File: src/rtl/tbase_pkg.sv
package tbase_pkg;

  typedef enum logic [1:0] {
    CM_UP     = 2'd0,
    CM_DOWN   = 2'd1,
    CM_CENTER = 2'd2,
    CM_UP_ALT = 2'd3
  } cmode_e;

  localparam int ADDR_W = 3;

  localparam logic [ADDR_W-1:0] RA_CTRL = 3'd0;
  localparam logic [ADDR_W-1:0] RA_DIV  = 3'd1;
  localparam logic [ADDR_W-1:0] RA_PRD  = 3'd2;
  localparam logic [ADDR_W-1:0] RA_CMD  = 3'd3;

  // control field positions
  localparam int CTL_RUN  = 0;
  localparam int CTL_BUF  = 1;
  localparam int CTL_OEN  = 2;
  localparam int CTL_MODE = 3;

  // command field positions
  localparam int CMD_CLR = 0;
  localparam int CMD_UG  = 1;

endpackage

File: src/rtl/tbase_regs.sv
module tbase_regs
  import tbase_pkg::*;
#(
  parameter int W = 16
) (
  input  logic              clk,
  input  logic              rst_n,
  input  logic              wr_en,
  input  logic [ADDR_W-1:0] wr_addr,
  input  logic [W-1:0]      wr_data,
  input  logic              load_evt,
  output logic              run_o,
  output logic              ovf_en_o,
  output cmode_e            mode_o,
  output logic [W-1:0]      div_act_o,
  output logic [W-1:0]      prd_act_o,
  output logic              ug_o,
  output logic              clr_o
);

  logic         en_q, run_q, buf_q, oen_q;
  cmode_e       mode_q;
  logic [W-1:0] div_q, prd_q, div_sh_q, prd_sh_q;

  logic sel_ctrl, sel_div, sel_prd, sel_cmd, shadow_ld;

  assign sel_ctrl  = wr_en && (wr_addr == RA_CTRL);
  assign sel_div   = wr_en && (wr_addr == RA_DIV);
  assign sel_prd   = wr_en && (wr_addr == RA_PRD);
  assign sel_cmd   = wr_en && (wr_addr == RA_CMD);
  assign ug_o      = sel_cmd && wr_data[CMD_UG];
  assign clr_o     = sel_cmd && wr_data[CMD_CLR];
  assign shadow_ld = ug_o || load_evt;

  always_ff @(posedge clk or negedge rst_n) begin
    if (!rst_n) begin
      en_q   <= 1'b0;
      buf_q  <= 1'b0;
      oen_q  <= 1'b0;
      mode_q <= CM_UP;
    end else if (sel_ctrl) begin
      en_q   <= wr_data[CTL_RUN];
      buf_q  <= wr_data[CTL_BUF];
      oen_q  <= wr_data[CTL_OEN];
      mode_q <= cmode_e'(wr_data[CTL_MODE+1:CTL_MODE]);
    end
  end

  // one synchronising stage between the enable bit and the run signal
  always_ff @(posedge clk or negedge rst_n) begin
    if (!rst_n) run_q <= 1'b0;
    else        run_q <= en_q;
  end

  always_ff @(posedge clk or negedge rst_n) begin
    if (!rst_n) begin
      div_q <= '0;
      prd_q <= '0;
    end else begin
      if (sel_div) div_q <= wr_data;
      if (sel_prd) prd_q <= wr_data;
    end
  end

  always_ff @(posedge clk or negedge rst_n) begin
    if (!rst_n) begin
      div_sh_q <= '0;
      prd_sh_q <= '0;
    end else begin
      if (shadow_ld)           div_sh_q <= div_q;
      if (shadow_ld || !buf_q) prd_sh_q <= prd_q;
    end
  end

  assign run_o     = run_q;
  assign ovf_en_o  = oen_q;
  assign mode_o    = mode_q;
  assign div_act_o = div_sh_q;
  assign prd_act_o = buf_q ? prd_sh_q : prd_q;

  // the active divider moves only on a load
  p_div_hold_r2: assert property (@(posedge clk) disable iff (!rst_n)
    !shadow_ld |=> $stable(div_sh_q));

  // a buffered period shadow moves only on a load
  p_prd_buf_hold_r3: assert property (@(posedge clk) disable iff (!rst_n)
    (buf_q && !shadow_ld) |=> $stable(prd_sh_q));

  // run rises exactly two edges after the enabling write
  p_run_delay_r4: assert property (@(posedge clk) disable iff (!rst_n)
    (sel_ctrl && wr_data[CTL_RUN] && !en_q && !run_q) |=> (!run_q ##1 run_q));

endmodule

File: src/rtl/tbase_presc.sv
module tbase_presc #(
  parameter int W = 16
) (
  input  logic         clk,
  input  logic         rst_n,
  input  logic         run,
  input  logic         tick,
  input  logic         ug,
  input  logic [W-1:0] div_act,
  output logic         cnt_ce
);

  localparam logic [W-1:0] ONE = W'(1);

  logic [W-1:0] pcnt_q;
  logic         adv;

  assign adv    = run && tick;
  assign cnt_ce = adv && (pcnt_q == div_act);

  always_ff @(posedge clk or negedge rst_n) begin
    if (!rst_n)       pcnt_q <= '0;
    else if (ug)      pcnt_q <= '0;
    else if (adv)     pcnt_q <= cnt_ce ? '0 : pcnt_q + ONE;
  end

  // the prescaler never runs past the active divider
  p_pcnt_bound_r1: assert property (@(posedge clk) disable iff (!rst_n)
    pcnt_q <= div_act);

  // a counter step restarts the prescaler
  p_ce_restart_r1: assert property (@(posedge clk) disable iff (!rst_n)
    cnt_ce |=> (pcnt_q == '0));

  // a stopped prescaler keeps its value
  p_presc_hold_r11: assert property (@(posedge clk) disable iff (!rst_n)
    (!run && !ug) |=> $stable(pcnt_q));

endmodule

File: src/rtl/tbase_counter.sv
module tbase_counter
  import tbase_pkg::*;
#(
  parameter int W = 16
) (
  input  logic         clk,
  input  logic         rst_n,
  input  logic         run,
  input  logic         cnt_ce,
  input  logic         ug,
  input  logic         clr,
  input  logic         ovf_en,
  input  cmode_e       mode,
  input  logic [W-1:0] prd,
  output logic [W-1:0] cnt_o,
  output logic         ovf_evt_o,
  output logic         flag_o,
  output logic         pulse_o
);

  localparam logic [W-1:0] ONE = W'(1);

  logic [W-1:0] cnt_q, nxt_cnt;
  logic         dn_q, nxt_dn, wrap_hit;
  logic         flag_q, pulse_q, evt;

  // next value for one counter step, per counting mode
  always_comb begin
    nxt_cnt  = cnt_q;
    nxt_dn   = dn_q;
    wrap_hit = 1'b0;
    unique case (mode)
      CM_DOWN: begin
        if (cnt_q == '0) begin
          nxt_cnt  = prd;
          wrap_hit = 1'b1;
        end else begin
          nxt_cnt = cnt_q - ONE;
        end
      end
      CM_CENTER: begin
        if (prd == '0) begin
          nxt_cnt  = '0;
          wrap_hit = 1'b1;
        end else if (!dn_q) begin
          if (cnt_q >= prd) begin
            nxt_cnt  = cnt_q - ONE;
            nxt_dn   = 1'b1;
            wrap_hit = 1'b1;
          end else begin
            nxt_cnt = cnt_q + ONE;
          end
        end else begin
          if (cnt_q == '0) begin
            nxt_cnt  = ONE;
            nxt_dn   = 1'b0;
            wrap_hit = 1'b1;
          end else begin
            nxt_cnt = cnt_q - ONE;
          end
        end
      end
      default: begin
        if (cnt_q >= prd) begin
          nxt_cnt  = '0;
          wrap_hit = 1'b1;
        end else begin
          nxt_cnt = cnt_q + ONE;
        end
      end
    endcase
  end

  assign evt = cnt_ce && wrap_hit && ovf_en && !ug;

  always_ff @(posedge clk or negedge rst_n) begin
    if (!rst_n) begin
      cnt_q <= '0;
      dn_q  <= 1'b0;
    end else if (ug) begin
      cnt_q <= '0;
      dn_q  <= 1'b0;
    end else if (cnt_ce) begin
      cnt_q <= nxt_cnt;
      dn_q  <= nxt_dn;
    end
  end

  always_ff @(posedge clk or negedge rst_n) begin
    if (!rst_n) begin
      flag_q  <= 1'b0;
      pulse_q <= 1'b0;
    end else begin
      pulse_q <= evt;
      if (evt)      flag_q <= 1'b1;
      else if (clr) flag_q <= 1'b0;
    end
  end

  assign cnt_o     = cnt_q;
  assign ovf_evt_o = evt;
  assign flag_o    = flag_q;
  assign pulse_o   = pulse_q;

  // an event always leaves the flag and the pulse set
  p_flag_set_r8: assert property (@(posedge clk) disable iff (!rst_n)
    evt |=> (flag_q && pulse_q));

  // no pulse while events are disabled
  p_no_pulse_r9: assert property (@(posedge clk) disable iff (!rst_n)
    !ovf_en |=> !pulse_q);

  // update-generate leaves the counter at zero
  p_ug_clear_r10: assert property (@(posedge clk) disable iff (!rst_n)
    ug |=> (cnt_q == '0));

  // a stopped timer keeps its count
  p_hold_off_r11: assert property (@(posedge clk) disable iff (!rst_n)
    (!run && !ug) |=> $stable(cnt_q));

  // a zero period pins the counter at zero
  p_zero_prd_r12: assert property (@(posedge clk) disable iff (!rst_n)
    (prd == '0 && cnt_q == '0) |=> (cnt_q == '0));

endmodule

File: src/rtl/tbase_timer.sv
module tbase_timer
  import tbase_pkg::*;
#(
  parameter int W = 16
) (
  input  logic              clk,
  input  logic              rst_n,
  input  logic              tick_i,
  input  logic              wr_en_i,
  input  logic [ADDR_W-1:0] wr_addr_i,
  input  logic [W-1:0]      wr_data_i,
  output logic [W-1:0]      cnt_o,
  output logic              ovf_flag_o,
  output logic              ovf_pulse_o
);

  logic         run, ovf_en, ug, clr, cnt_ce, ovf_evt;
  cmode_e       mode;
  logic [W-1:0] div_act, prd_act;

  tbase_regs #(.W(W)) regs_i (
    .clk       (clk),
    .rst_n     (rst_n),
    .wr_en     (wr_en_i),
    .wr_addr   (wr_addr_i),
    .wr_data   (wr_data_i),
    .load_evt  (ovf_evt),
    .run_o     (run),
    .ovf_en_o  (ovf_en),
    .mode_o    (mode),
    .div_act_o (div_act),
    .prd_act_o (prd_act),
    .ug_o      (ug),
    .clr_o     (clr)
  );

  tbase_presc #(.W(W)) presc_i (
    .clk     (clk),
    .rst_n   (rst_n),
    .run     (run),
    .tick    (tick_i),
    .ug      (ug),
    .div_act (div_act),
    .cnt_ce  (cnt_ce)
  );

  tbase_counter #(.W(W)) cnt_i (
    .clk       (clk),
    .rst_n     (rst_n),
    .run       (run),
    .cnt_ce    (cnt_ce),
    .ug        (ug),
    .clr       (clr),
    .ovf_en    (ovf_en),
    .mode      (mode),
    .prd       (prd_act),
    .cnt_o     (cnt_o),
    .ovf_evt_o (ovf_evt),
    .flag_o    (ovf_flag_o),
    .pulse_o   (ovf_pulse_o)
  );

endmodule

File: config.mk
export PLATFORM = sky130hd
export DESIGN_NAME = tbase_timer
export DESIGN_NICKNAME = d
export VERILOG_FILES = /design/src/rtl/tbase_pkg.sv /design/src/rtl/tbase_regs.sv /design/src/rtl/tbase_presc.sv /design/src/rtl/tbase_counter.sv /design/src/rtl/tbase_timer.sv
export SDC_FILE = /design/constraint.sdc
export NUM_CORES = 1
export LEC_CHECK = 0
export BUFFER_PORTS_ARGS = -buffer_cell sky130_fd_sc_hd__buf_4
export CAP_MARGIN = 20
export CELL_PAD_IN_SITES_DETAIL_PLACEMENT = 1
export CELL_PAD_IN_SITES_GLOBAL_PLACEMENT = 1
export CORE_MARGIN = 1
export CORE_UTILIZATION = 54
export CTS_BUF_LIST = sky130_fd_sc_hd__clkbuf_4 sky130_fd_sc_hd__clkbuf_8
export DETAILED_ROUTE_END_ITERATION = 6
export PLACE_DENSITY_LB_ADDON = 0.3
export SYNTH_ARGS = -nofsm -noshare
export SYNTH_HDL_FRONTEND = slang
export SYNTH_SLANG_ARGS = --single-unit
File: constraint.sdc
create_clock -name clk -period 6.29 [get_ports clk]
set_input_delay 0.3145 -clock clk [delete_from_list [all_inputs] [get_ports clk]]
set_output_delay 0.3145 -clock clk [all_outputs]
set_load 0.01 [all_outputs]
After elaboration in Yosys (flattened, before gate mapping)
Index checks and enable logic that the tools add are counted.
{"block": "op_classes", "addsub": 3, "n_lt_le_gt_ge": 1, "n_eq_ne": 7, "n_mux": 26, "n_reduce_logical": 23}
{"operator": "two-way mux 16 bit", "count": 12}
{"operator": "adder 16 x 1 -> 16 bit (second input constant)", "count": 2}
{"operator": "logical NOT 16 bit", "count": 2}
{"operator": "one-hot mux 16 bit (2 select lines)", "count": 1}
{"operator": "equality test 16 bit", "count": 1}
{"operator": ">= comparator 16 bit", "count": 1}
{"operator": "subtractor 16 x 1 -> 16 bit (second input constant)", "count": 1}
{"operator": "two-way mux 1 bit", "count": 12}
{"operator": "logical AND 1 bit", "count": 11}
{"operator": "nonzero test 2 bit", "count": 4}
{"operator": "equality test 3 x 2 -> 1 bit (second input constant)", "count": 2}
{"operator": "equality test 3 x 1 -> 1 bit (second input constant)", "count": 1}
{"operator": "logical NOT 3 bit", "count": 1}
{"operator": "AND reduction 3 bit", "count": 1}
{"operator": "equality test 2 x 1 -> 1 bit (second input constant)", "count": 1}
{"operator": "equality test 2 bit (second input constant)", "count": 1}
{"operator": "logical NOT 1 bit", "count": 2}
{"operator": "logical OR 1 bit", "count": 2}
{"operator": "!= test 2 x 1 -> 1 bit (second input constant)", "count": 1}
{"operator": "one-hot mux 1 bit (2 select lines)", "count": 1}
{"block": "totals", "reg_bits": 105, "inputBits": 23, "output_inout_bits": 18, "elab_cells": 74}

Longest topological paths before layout
{"block": "logic_depth", "depth_word": 11, "ltp_mapped": 15, "mapped_depth_nobuf": 10}

Hierarchy
Synthesis repeated with hierarchy kept, for this count alone.
{"block": "hier_totals", "hier_cells": 652, "area_unflattened_um2": 6844.1}
{"module": "tbase_regs", "n_inst": 1, "cells_per_inst": 172, "area_each_um2": 2982.9, "seq_area_each_um2": 1751.7}
{"module": "tbase_counter", "n_inst": 1, "cells_per_inst": 367, "area_each_um2": 2762.6, "seq_area_each_um2": 475.5}
{"module": "tbase_presc", "n_inst": 1, "cells_per_inst": 113, "area_each_um2": 1098.6, "seq_area_each_um2": 400.4}

Worst setup path after synthesis
OpenSTA, ideal clock, no wires.
{"block": "synth_path", "path_type": "register -> register", "start": "register regs_i.buf_q", "end": "register regs_i.prd_sh_q[0]", "setup_time_ns": 0.125, "t_arrival_ns": 3.439, "t_required_ns": 6.165, "slack_ns": 2.726, "stages_incl_launch_ff": 16, "path_buffers": 5, "period_less_slack_ns": 3.564, "path_cell_list": "dfrtp_1 > buf_4 > buf_2 > buf_1 > mux2i_1 > ha_1 > a21oi_1 > nand2_1 > a221oi_1 > o21a_1 > clkbuf_1 > o22ai_2 > nand4_4 > nand3_4 > buf_12 > mux2_4"}
{"block": "synth_between", "elab_chain_cells": 11, "word_cells_on_any_way": 13, "classes_between": "order compare: 1; mux: 5; reduce/logical: 7"}
{"element": "from (decl)", "line": "tbase_regs.sv:21", "source": "logic en_q, run_q, buf_q, oen_q;"}
{"element": "from (signal assigned)", "line": "tbase_regs.sv:43", "source": "buf_q <= wr_data[CTL_BUF];"}
{"element": "two-way mux 16 bit", "line": "tbase_regs.sv:79", "source": "assign prd_act_o = buf_q ? prd_sh_q : prd_q;"}
{"element": ">= comparator 16 bit", "line": "tbase_counter.sv:46, tbase_counter.sv:64"}
{"element": "two-way mux 1 bit", "line": "tbase_counter.sv:46, tbase_counter.sv:64"}
{"element": "two-way mux 1 bit", "line": "tbase_counter.sv:45", "source": "end else if (!dn_q) begin"}
{"element": "two-way mux 1 bit", "line": "tbase_counter.sv:42", "source": "if (prd == '0) begin"}
{"element": "one-hot mux 1 bit (2 select lines)", "line": "tbase_counter.sv:32", "source": "unique case (mode)"}
{"element": "logical AND 1 bit (3 in series)", "line": "tbase_counter.sv:74", "source": "assign evt = cnt_ce && wrap_hit && ovf_en && !ug;"}
{"element": "logical OR 1 bit", "line": "tbase_regs.sv:33", "source": "assign shadow_ld = ug_o || load_evt;"}
{"element": "logical OR 1 bit (*)", "line": "tbase_regs.sv:71", "source": "if (shadow_ld || !buf_q) prd_sh_q <= prd_q;"}
{"element": "to (signal assigned)", "line": "tbase_regs.sv:71"}
{"element": "to (decl)", "line": "tbase_regs.sv:23", "source": "logic [W-1:0] div_q, prd_q, div_sh_q, prd_sh_q;"}
Mark *: on every way between the ends. The rest lies on a longest branch, timed or not.
A chain may end at the register's enable or synchronous reset.

Final worst setup path
{"block": "layout_path", "start": "register regs_i.buf_q", "end": "register regs_i.prd_sh_q[6]"}
Same word-level chain as after synthesis.

==> impl_metrics.ini <==
[setup_path]
worstSetupEndpointType = register
required_ns = 6.57
arrival_ns = 3.95
crit_type = register to register
start_kind = register
crit_fanout = 23

[job]
cap_violations = 0

[timing]
tns_ns = 0
fin_crit_ns = 3.67
relSlewSlack = 0.401
finalHoldViolCount = 0
setup_viol = 0
fin_hold_ws_ns = 0.165
worstMarginPinSlew_ns = 0.897
slew_viol_final = 0
skew_ns = 0.0149
worst_slack_ns = 2.62
finalCritPeriodShare = 0.583
grt_setup_unrepaired = no
fmax_mhz = 272

[yosys]
yosysTopAreaCell = dfrtp_1
synthTopCellsByCount = dfrtp_1 (105), mux2_2 (48), nor2_1 (45)
synth_seq_cells = 105
synth_seq_area_share = 0.435
synth_nets = 613
avgSynthCellArea_um2 = 10.6
synth.distinct_cells = 70
synthArstFlopShare = 1.00
post-synth-top-count-cell = dfrtp_1
synthCells = 568
synthFlopType = dfrtp_1
yosysWarnings = 0
synth_edf_count = 0
yosysTopAreaCellShare = 0.435
synth.area.top_cells = dfrtp_1 (43%), mux2_2 (8.9%), ha_1 (4.6%), xor2_1 (4.3%), nor2_1 (2.8%)
synth_area_mm2 = 0.00604

[grt]
grt_use_total = 0.325
grt_start_max_net_pins = 63
grt_pass1_wl_mm = 28.2
antenna_found_initial = 0
grt_pass1_vias = 5211
grt_overflow = 0

[clocking]
cts_tree = done
cts_sinks = 105
clkLatencyLatePin_ns = 0.40
cts_buffer_depth = 2
numCtsBuffers = 9
cts_root_buf = clkbuf_8
cts.htree.levels = 3
clkTransAtPathRegs_ns = 0.10
cts_resized = 0

[placed_design]
dp_hpwl_mm = 12.7
place_ws_ns = 2.19
numPortBuffers = 40
gp_congestion = 0.917
dp.cells = 727

[floorplan]
die_height_um = 108
core_mm2 = 0.0109
initial_core_util = 0.555
dieWidth_um = 108
row_count = 38
ios = 41
dieArea_mm2 = 0.0116

[route]
wl_per_cell_um = 23.9
wl_mm = 17.8
via_per_inst = 6.49
drc = 0
final_antenna_net_count = 0
drt_pass1_iterations = 4
via_count = 4828
drt_iter0_markers = 374

[final_layout]
nNetsFinal = 645
fill_cells = 1171
drive_above_1_share = 0.224
finalCoreUtilization = 0.611
fin_cells = 744
synthToLayoutAreaGrowth_pct = 10.2
antenna_cells = 0

[status]
status = finished clean

[min_path]
min_path_type = primary input to register

[pwr]
power.leakage_nw = 3.02
ir_worst_vdd_mv = 0.221
power_density_mw_per_mm2 = 363
==> report_power, final <==
| part | switching (W) | internal [W] |
|---|---|---|
| clock network | 0.000239 | 0.000213 |
| registers | 0.000211 | 0.000840 |
| logic | 0.000511 | 0.000405 |
| total | 0.000960 | 0.00146 |
==> kinds of logic after synthesis <==
| family | synth area share |
|---|---|
| AO/OA/AOI/OAI | 0.117 |
| AND/OR/NAND/NOR | 0.160 |
| XOR/XNOR | 0.0536 |
| multiplexers | 0.158 |
| adder cells (fa/ha/maj) | 0.0456 |
| flip-flops | 0.435 |
| buffers and inverters | 0.0311 |
==> registers in the layout (all words and copies together), names as in the netlist, 2 cells and up <==
register          flops
cnt_i.cnt_o          16
presc_i.pcnt_q       16
regs_i.div_act_o     16
regs_i.div_q         16
regs_i.mode_o         2
regs_i.prd_q         16
regs_i.prd_sh_q      16
==> critical path, stage by stage (launching register included) <==
cell and delay, ns:
dfrtp_1 0.54, buf_16 0.22, mux2_2 0.36, ha_1 0.27
nand2b_1 0.14, a2111oi_0 0.45, o31a_1 0.21, o21a_1 0.37
o22ai_2 0.17, nand4_4 0.16, nand3_4 0.26, mux2_4 0.39
==> placed cells by master, fill, tap and decap left out, drive strengths merged, types with 16 or more instances in the layout <==
cell   Yosys  layout
dfrtp    105     105
nand2     37      37
ha        22      22
buf       10      46
nor3      16      16
nand3     23      23
o21ai     27      27
xor2      30      30
nor2      45      45
mux2      68      68
==> layer usage <==
layer | global-route usage | part of all wire | vias up | routed length, um
li1 | - | - | 2148 | -
met1 | 0.395 | 0.42 | 2480 | 7430
met2 | 0.563 | 0.51 | 151 | 9060
met3 | 0.0521 | 0.038 | 49 | 674
met4 | 0.153 | 0.033 | 0 | 591
met5 | 0 | 0 | - | 0
==> layout make-up <==
cell class / instances / area [um^2] / area share
multi-input cells: 424 / 3230 / 0.485
flip-flops and latches: 105 / 2630 / 0.395
repair buffers: 47 / 375 / 0.0564
well taps: 140 / 175 / 0.0263
clock buffers: 13 / 166 / 0.0250
inverters: 13 / 48.8 / 0.00733
clock inverters: 2 / 37.5 / 0.00564
==> through the flow <==
step / instance area, um^2 / total power (W)
2_1_floorplan: 6040 / 0.00163
4_1_cts: 6630 / 0.00238
6_report: 6660 / 0.00242
3_5_place_dp: 6410 / 0.00193
5_1_grt: 6660 / 0.00255
3_3_place_gp: 6410 / 0.00186
==> worst paths after layout <==
kind | start | endpoint | slack, ns | depth (start not counted)
min reg2reg | regs_i.en_q | regs_i.run_o | 0.39 | 0
max | regs_i.buf_q | regs_i.prd_sh_q[6] | 2.62 | 11
min in group asynchronous | rst_n | cnt_i.cnt_o[2] | 0.45 | 2
max reg2reg | regs_i.buf_q | regs_i.prd_sh_q[6] | 2.62 | 11
min | wr_data_i[10] | regs_i.div_q[10] | 0.17 | 2
max in group asynchronous | rst_n | regs_i.div_q[5] | 4.61 | 3
==> timing repair <==
action                                 in CTS  in global routing
hold buffers                                1                  0
endpoints found under the hold margin      43                  0
buffers inserted                            0                  0
Note: power is estimated with default switching activity, not from simulation.
